===== config.mk =====
export PLATFORM = sky130hd
export DESIGN_NAME = serial_regif
export DESIGN_NICKNAME = d
export VERILOG_FILES = /design/src/rtl/regif_pkg.sv /design/src/rtl/regif_addr_dec.sv /design/src/rtl/regif_modem_sync.sv /design/src/rtl/regif_channel.sv /design/src/rtl/serial_regif.sv
export SDC_FILE = /design/constraint.sdc
export NUM_CORES = 1
export LEC_CHECK = 0
export BUFFER_PORTS_ARGS = -buffer_cell sky130_fd_sc_hd__buf_2
export CORE_MARGIN = 4
export CORE_UTILIZATION = 50
export DETAILED_ROUTE_END_ITERATION = 6
export PLACE_DENSITY = 0.76
export SYNTH_ARGS = -nofsm -noshare
export SYNTH_HDL_FRONTEND = slang
export SYNTH_SLANG_ARGS = --single-unit

===== constraint.sdc =====
create_clock -name clk_i -period 4.41 [get_ports clk_i]
set_clock_uncertainty 0.15 [all_clocks]
set_input_delay 0.6615 -clock clk_i [delete_from_list [all_inputs] [get_ports clk_i]]
set_output_delay 0.6615 -clock clk_i [all_outputs]
set_load 0.005 [all_outputs]

===== src/rtl/regif_pkg.sv =====
package regif_pkg;
  localparam int NUM_CH   = 2;
  localparam int NUM_SRC  = 4;
  localparam int PTR_W    = 3;

  typedef enum logic [1:0] {
    SRC_TX  = 2'd0,
    SRC_EXT = 2'd1,
    SRC_RX  = 2'd2,
    SRC_ERR = 2'd3
  } int_src_e;

  typedef enum logic [2:0] {
    CMD_NOP    = 3'b000,
    CMD_ABORT  = 3'b001,
    CMD_EXTCLR = 3'b010,
    CMD_CHRST  = 3'b011,
    CMD_ARMRX  = 3'b100,
    CMD_TXCLR  = 3'b101,
    CMD_ERRCLR = 3'b110,
    CMD_RET    = 3'b111
  } cmd_e;

  localparam logic [PTR_W-1:0] REG_IE   = 3'd1;
  localparam logic [PTR_W-1:0] REG_RXC  = 3'd3;
  localparam logic [PTR_W-1:0] REG_TXC  = 3'd5;
endpackage


===== src/rtl/regif_addr_dec.sv =====
module regif_addr_dec (
  input  logic       swap_i,
  input  logic [1:0] addr_i,
  output logic       ctrl_o,
  output logic       chan_o
);
  // swap_i exchanges the meaning of the two address bits
  assign ctrl_o = swap_i ? addr_i[0] : addr_i[1];
  assign chan_o = swap_i ? addr_i[1] : addr_i[0];
endmodule


===== src/rtl/regif_modem_sync.sv =====
module regif_modem_sync #(
  parameter int W      = 2,
  parameter int STAGES = 2
) (
  input  logic         clk_i,
  input  logic         rst_ni,
  input  logic [W-1:0] async_i,
  output logic [W-1:0] lvl_o,
  output logic [W-1:0] chg_o
);
  for (genvar b = 0; b < W; b++) begin : g_bit
    logic [STAGES-1:0] chain_q;
    logic              prev_q;
    always_ff @(posedge clk_i or negedge rst_ni) begin
      if (!rst_ni) begin
        chain_q <= '0;
        prev_q  <= 1'b0;
      end else begin
        chain_q <= {chain_q[STAGES-2:0], async_i[b]};
        prev_q  <= chain_q[STAGES-1];
      end
    end
    assign lvl_o[b] = chain_q[STAGES-1];
    assign chg_o[b] = chain_q[STAGES-1] ^ prev_q;
  end
endmodule


===== src/rtl/regif_channel.sv =====
module regif_channel
  import regif_pkg::*;
#(
  parameter int DW = 8
) (
  input  logic               clk_i,
  input  logic               rst_ni,
  input  logic               cwr_i,
  input  logic               crd_i,
  input  logic               dwr_i,
  input  logic               drd_i,
  input  logic [DW-1:0]      wdata_i,
  input  logic               irq_i,
  input  logic               cts_lvl_i,
  input  logic               cts_chg_i,
  input  logic               dcd_lvl_i,
  input  logic               dcd_chg_i,
  input  logic               rx_load_i,
  input  logic [DW-1:0]      rx_data_i,
  input  logic               tx_done_i,
  output logic [DW-1:0]      rdata_o,
  output logic [NUM_SRC-1:0] int_set_o,
  output logic [NUM_SRC-1:0] int_clr_o,
  output logic               dtr_o,
  output logic               rts_o,
  output logic [DW-1:0]      tx_data_o
);
  logic [PTR_W-1:0] ptr_q;
  logic             ext_ie_q, tx_ie_q, rx_en_q, tx_en_q, dtr_q, rts_q;
  logic [1:0]       rx_mode_q;
  logic             rx_avail_q, tx_empty_q, cts_q, dcd_q, arm_q;
  logic [DW-1:0]    rxbuf_q, txbuf_q;

  logic             is_cmd, do_rst, ext_ev, rx_accept, tx_accept;
  cmd_e             cmd;
  logic [NUM_SRC-1:0] set_raw, clr_raw;

  assign cmd       = cmd_e'(wdata_i[5:3]);
  assign is_cmd    = cwr_i && (ptr_q == '0);
  assign do_rst    = is_cmd && (cmd == CMD_CHRST);
  assign rx_accept = rx_load_i && rx_en_q;
  assign tx_accept = dwr_i && tx_en_q;
  assign ext_ev    = (cts_chg_i && (cts_lvl_i != cts_q)) ||
                     (dcd_chg_i && (dcd_lvl_i != dcd_q));

  always_comb begin
    set_raw          = '0;
    set_raw[SRC_TX]  = tx_done_i && tx_ie_q;
    set_raw[SRC_EXT] = ext_ev && ext_ie_q;
    set_raw[SRC_RX]  = rx_accept && (rx_mode_q[1] || (rx_mode_q == 2'b01 && arm_q));
    clr_raw          = '0;
    clr_raw[SRC_TX]  = (is_cmd && cmd == CMD_TXCLR) || tx_accept;
    clr_raw[SRC_EXT] = is_cmd && cmd == CMD_EXTCLR;
    clr_raw[SRC_RX]  = drd_i;
    clr_raw[SRC_ERR] = is_cmd && cmd == CMD_ERRCLR;
    if (do_rst) begin
      set_raw = '0;
      clr_raw = '1;
    end
  end

  assign int_set_o = set_raw;
  assign int_clr_o = clr_raw & ~set_raw;

  always_ff @(posedge clk_i or negedge rst_ni) begin
    if (!rst_ni) begin
      ptr_q      <= '0;
      ext_ie_q   <= 1'b0;
      tx_ie_q    <= 1'b0;
      rx_mode_q  <= 2'b00;
      rx_en_q    <= 1'b0;
      tx_en_q    <= 1'b0;
      dtr_q      <= 1'b0;
      rts_q      <= 1'b0;
      rx_avail_q <= 1'b0;
      tx_empty_q <= 1'b1;
      cts_q      <= 1'b0;
      dcd_q      <= 1'b0;
      arm_q      <= 1'b0;
      rxbuf_q    <= '0;
      txbuf_q    <= '0;
    end else begin
      if (cwr_i) begin
        if (ptr_q == '0) begin
          ptr_q <= wdata_i[PTR_W-1:0];
        end else begin
          ptr_q <= '0;
          case (ptr_q)
            REG_IE: begin
              ext_ie_q  <= wdata_i[0];
              tx_ie_q   <= wdata_i[1];
              rx_mode_q <= wdata_i[4:3];
            end
            REG_RXC: rx_en_q <= wdata_i[0];
            REG_TXC: begin
              dtr_q   <= wdata_i[7];
              tx_en_q <= wdata_i[3];
              rts_q   <= wdata_i[1];
            end
            default: ;
          endcase
        end
      end
      if (is_cmd && cmd == CMD_ARMRX) arm_q <= 1'b1;
      if (rx_accept) begin
        rxbuf_q    <= rx_data_i;
        rx_avail_q <= 1'b1;
        arm_q      <= 1'b0;
      end else if (drd_i) begin
        rx_avail_q <= 1'b0;
      end
      if (tx_accept) begin
        txbuf_q    <= wdata_i;
        tx_empty_q <= 1'b0;
      end else if (tx_done_i) begin
        tx_empty_q <= 1'b1;
      end
      if (cts_chg_i) cts_q <= cts_lvl_i;
      if (dcd_chg_i) dcd_q <= dcd_lvl_i;
      if (do_rst) begin
        tx_empty_q <= 1'b1;
        rx_avail_q <= 1'b0;
        arm_q      <= 1'b0;
        cts_q      <= 1'b0;
        dcd_q      <= 1'b0;
      end
    end
  end

  always_comb begin
    rdata_o = '0;
    if (crd_i) begin
      if (ptr_q == '0) begin
        rdata_o[0] = rx_avail_q;
        rdata_o[1] = irq_i;
        rdata_o[2] = tx_empty_q;
        rdata_o[3] = dcd_q;
        rdata_o[5] = cts_q;
      end
    end else if (drd_i) begin
      rdata_o = rxbuf_q;
    end
  end

  assign dtr_o     = dtr_q;
  assign rts_o     = rts_q;
  assign tx_data_o = txbuf_q;


  ptr_return_chk: assert property (@(posedge clk_i) disable iff (!rst_ni)
    (cwr_i && ptr_q != '0) |=> (ptr_q == '0));

  tx_gate_chk: assert property (@(posedge clk_i) disable iff (!rst_ni)
    (dwr_i && !tx_en_q) |=> $stable(tx_data_o));

  rd_clears_avail_chk: assert property (@(posedge clk_i) disable iff (!rst_ni)
    (drd_i && !rx_load_i) |=> !rx_avail_q);

  chan_reset_chk: assert property (@(posedge clk_i) disable iff (!rst_ni)
    do_rst |=> (tx_empty_q && !rx_avail_q && !arm_q && !cts_q && !dcd_q));

  cts_follow_chk: assert property (@(posedge clk_i) disable iff (!rst_ni)
    (cts_chg_i && !do_rst) |=> (cts_q == $past(cts_lvl_i)));
endmodule


===== src/rtl/serial_regif.sv =====
module serial_regif
  import regif_pkg::*;
#(
  parameter int DW          = 8,
  parameter int SYNC_STAGES = 2
) (
  input  logic                    clk_i,
  input  logic                    rst_ni,
  input  logic                    addr_swap_i,
  input  logic [1:0]              addr_i,
  input  logic                    wr_i,
  input  logic                    rd_i,
  input  logic [DW-1:0]           wdata_i,
  output logic [DW-1:0]           rdata_o,
  input  logic                    irq_i,
  input  logic [NUM_CH-1:0]       cts_i,
  input  logic [NUM_CH-1:0]       dcd_i,
  output logic [NUM_CH-1:0]       dtr_o,
  output logic [NUM_CH-1:0]       rts_o,
  input  logic [NUM_CH-1:0]       rx_load_i,
  input  logic [NUM_CH*DW-1:0]    rx_data_i,
  input  logic [NUM_CH-1:0]       tx_done_i,
  output logic [NUM_CH*DW-1:0]    tx_data_o,
  output logic [NUM_CH*NUM_SRC-1:0] int_set_o,
  output logic [NUM_CH*NUM_SRC-1:0] int_clr_o
);
  logic          sel_ctrl, sel_ch;
  logic [DW-1:0] ch_rdata [NUM_CH];

  regif_addr_dec i_dec (
    .swap_i (addr_swap_i),
    .addr_i (addr_i),
    .ctrl_o (sel_ctrl),
    .chan_o (sel_ch)
  );

  for (genvar c = 0; c < NUM_CH; c++) begin : g_ch
    logic       hit;
    logic [1:0] lvl, chg;
    assign hit = (sel_ch == c[0]);

    regif_modem_sync #(.W(2), .STAGES(SYNC_STAGES)) i_sync (
      .clk_i   (clk_i),
      .rst_ni  (rst_ni),
      .async_i ({dcd_i[c], cts_i[c]}),
      .lvl_o   (lvl),
      .chg_o   (chg)
    );

    regif_channel #(.DW(DW)) i_chan (
      .clk_i     (clk_i),
      .rst_ni    (rst_ni),
      .cwr_i     (wr_i && hit && sel_ctrl),
      .crd_i     (rd_i && hit && sel_ctrl),
      .dwr_i     (wr_i && hit && !sel_ctrl),
      .drd_i     (rd_i && hit && !sel_ctrl),
      .wdata_i   (wdata_i),
      .irq_i     (irq_i),
      .cts_lvl_i (lvl[0]),
      .cts_chg_i (chg[0]),
      .dcd_lvl_i (lvl[1]),
      .dcd_chg_i (chg[1]),
      .rx_load_i (rx_load_i[c]),
      .rx_data_i (rx_data_i[c*DW +: DW]),
      .tx_done_i (tx_done_i[c]),
      .rdata_o   (ch_rdata[c]),
      .int_set_o (int_set_o[c*NUM_SRC +: NUM_SRC]),
      .int_clr_o (int_clr_o[c*NUM_SRC +: NUM_SRC]),
      .dtr_o     (dtr_o[c]),
      .rts_o     (rts_o[c]),
      .tx_data_o (tx_data_o[c*DW +: DW])
    );
  end

  always_comb begin
    rdata_o = '0;
    for (int c = 0; c < NUM_CH; c++) rdata_o |= ch_rdata[c];
  end


  set_clr_excl_chk: assert property (@(posedge clk_i) disable iff (!rst_ni)
    ((int_set_o & int_clr_o) == '0));

  idle_rdata_chk: assert property (@(posedge clk_i) disable iff (!rst_ni)
    !rd_i |-> (rdata_o == '0));
endmodule


==> out/results.tsv <==
metric	value	unit
outcome	finished clean	
cell mode on critical path	buf_2	
CTS tree	done	
largest net degree at the start of global routing	77	
count of cell types in the netlist	52	
via count	2459	
CP max FO	11	
n_diodes	0	
Leak	2.06	nW
Max-slew headroom	33.0	%
worst hold path depth	0	
post-layout minimum cycle time	3.03	ns
die area	8190	um2
I/O pin count	84	
Yosys reg bits	76	
delay-heaviest family, CP	simple AND/OR/NAND/NOR gates	
layout cells sized above 1	44.2	%
worst path bufs/invs	2	
max cap viols	0	
unrepaired setup endpoints after global routing	false	
CP cell instances	buf_2 > or3b_4 > a21boi_4 > nand4_1 > and3_1 > buf_2	
yosys warns	0	
combinational share of power	24.4	%
row cnt	29	
clock buffer count from CTS	9	
total wire length	7710	um
grt ovf	0	
core footprint	6490	um2
Peak VDD IR	0.231	mV
CTS Hold Bufs	0	
Least-Margin Pin Slew	0.995	ns
Worst Setup Start Kind	primary input	
clk slew on worst S/H paths	0.08	ns
Worst path slowest cell	or3b_4	
cell count along the critical path	6	
placed cell count	421	
Yosys top cell by area	dfrtp_1	
Internal	1.43	mW
final setup violation count	0	
Die X	90.5	um
GRT Total Usage	19.4	%
Starting Density	52.4	%
layout net count	395	
fin crit share	68.8	%
antenna violations before repair	0	
sequential share of the synthesized area	56.0	%
Syn Inst Count	271	
area fraction of the dominant cell type after synthesis	54.4	%
Setup crit end kind	primary output	
Peak Freq	330	MHz
final max-slew violation count	0	
Clock Path Buffers	2	
Port Buffer Count	81	
clock share of power	24.0	%
dpl hpwl	5530	um
Crit path required time	3.60	ns
drt wl/cell	17.6	um
1st-pass router iterations	4	
Area growth syn-to-layout	18.9	%
setup TNS	0	ns
# clock sinks	76	
Synth area leaders	dfrtp_1 54%, mux2_2 15%, nand2_1 2.6%	
Routed Antenna Nets	0	
DRC	0	
vias per cell	5.63	
R2R cell count	3	
Hold Path Class	reg -> reg	
Routability Congestion	0.883	
initial drt markers	171	
P_sw	607	uW
Hold Vio Cnt, Final	0	
Sw Share	29.8	%
FFs w/ async S/R, synth	100	%
Critical Path AT	2.22	ns
Sequential Power Share	51.6	%
post-CTS sizing	0	
Synth Cell Area	3400	um2
Worst-Skew Late Latency	0.34	ns
DIE HEIGHT	90.5	um
vias in the first global route	2505	
htree depth	3	
slowest cell delay on critical path	0.43	ns
Final Non-Filler Cells	437	
ys flop type	dfrtp_1	
P per Cell Area	504	nW/um2
EDFF count, synth	0	
Mean Syn Cell Area	12.6	um2
clock root buffer	clkbuf_8	
top cells by count, synth	74 x dfrtp_1, 44 x mux2_2, 24 x nand2_1	
count leader, synth	dfrtp_1	
Setup Fix Bufs, Post-CTS	0	
Crit Path Category	in -> out	
global-route wire length before repair	12600	um
[stage by stage]
stage               hold slack (ns)  total power [mW]  cell area (um2)  util [%]  setup slack, ns
CTS                           0.204              2.06             4050      62.3             1.38
finish                        0.201              2.04             4050      62.3             1.38
global placement              0.183              1.54             3860      59.4             1.42
global route                  0.216              2.17             4050      62.3             1.25
floorplan                     0.181              1.37             3410         -             1.78
detailed placement            0.185              1.57             3860      59.4             1.40
[layout by cell type, fill, tap and decap left out, drive strengths merged, types with 2 or more instances in the layout]
cell      count
a21boi        2
a21oi        12
a222oi        4
a22o          6
a31oi         3
and3          3
and3b         2
buf          83
clkbuf       11
clkinv        2
clkinvlp      3
conb          2
dfrtp        74
dfstp         2
inv           2
mux2         48
nand2        24
nand2b        5
nand3         8
nand3b        5
nand4         2
nand4b        2
nor2         14
nor2b         3
nor3          4
nor3b         6
nor4          2
o21a          2
o21ai        11
or3b          2
[logic make-up after synthesis]
kind of cell	after synthesis	share of synthesized area [%]
simple gates	85	15.1
flops	76	56.0
mux	48	16.2
compound gates	47	10.2
buf+inv	13	2.17
xor+xnor	1	0.257
other cells	1	0.110
[worst reg2reg max path: stages (launching register included)]
cell and delay [ns]:
dfrtp_1 0.47, nor3_2 0.52, nor3b_2 0.49, nor2_1 0.11
[power by group through the flow]
| stage | Combinational, mW | Sequential (mW) | Clock [mW] |
|---|---|---|---|
| 2_1_floorplan | 0.331 | 1.04 | 0 |
| 3_3_place_gp | 0.485 | 1.06 | 0 |
| 3_5_place_dp | 0.501 | 1.07 | 0 |
| 4_1_cts | 0.506 | 1.05 | 0.501 |
| 5_1_grt | 0.549 | 1.08 | 0.537 |
| 6_report | 0.498 | 1.05 | 0.489 |
[per-layer routing]
metal | GRT usage, % | vias up | share of wire [%]
met3 | 4.00 | 13 | 4.9
met2 | 31.7 | 69 | 50
li1 | - | 1152 | -
met4 | 8.93 | 0 | 2.0
met5 | 0 | - | 0
met1 | 24.8 | 1225 | 43
[cell type report]
type	count	area, um2
Clock buffer	11	151
Clock inverter	5	36.3
Fill cell	548	2450
Inverter	2	7.51
Multi-Input combinational cell	183	1430
Sequential cell	76	1900
Tap cell	77	96.3
Timing Repair Buffer	83	423
[state kept, by name (all words and copies together) (netlist names)]
signal / flops
g_ch.i_chan.tx_en_q: 2
g_ch.i_chan.tx_data_o: 16
g_ch.i_chan.dcd_q: 2
g_ch.i_chan.tx_empty_q: 2
g_ch.i_chan.dtr_o: 2
g_ch.i_chan.cts_q: 2
g_ch.i_chan.rxbuf_q: 16
g_ch.i_sync.g_bit.chain_q: 8
g_ch.i_chan.rx_avail_q: 2
g_ch.i_chan.tx_ie_q: 2
g_ch.i_chan.arm_q: 2
g_ch.i_chan.rx_mode_q: 4
g_ch.i_chan.rx_en_q: 2
g_ch.i_sync.g_bit.prev_q: 4
g_ch.i_chan.ptr_q: 6
g_ch.i_chan.rts_o: 2
g_ch.i_chan.ext_ie_q: 2
[final timing paths]
check | slack (ns) | start | to
max in group asynchronous | 3.20 | rst_ni | g_ch[1].i_chan.ptr_q[0]
worst min register to register | 0.20 | g_ch[1].i_sync.g_bit[1].chain_q[0] | g_ch[1].i_sync.g_bit[1].chain_q[1]
worst max-delay path | 1.38 | addr_i[1] | int_set_o[0]
worst max register to register | 2.53 | g_ch[0].i_chan.ptr_q[0] | g_ch[0].i_chan.dcd_q
worst min-delay path | 0.20 | g_ch[1].i_sync.g_bit[1].chain_q[0] | g_ch[1].i_sync.g_bit[1].chain_q[1]
min in group asynchronous | 0.30 | rst_ni | g_ch[1].i_sync.g_bit[0].chain_q[0]
Note: power is estimated with default switching activity, not from simulation.
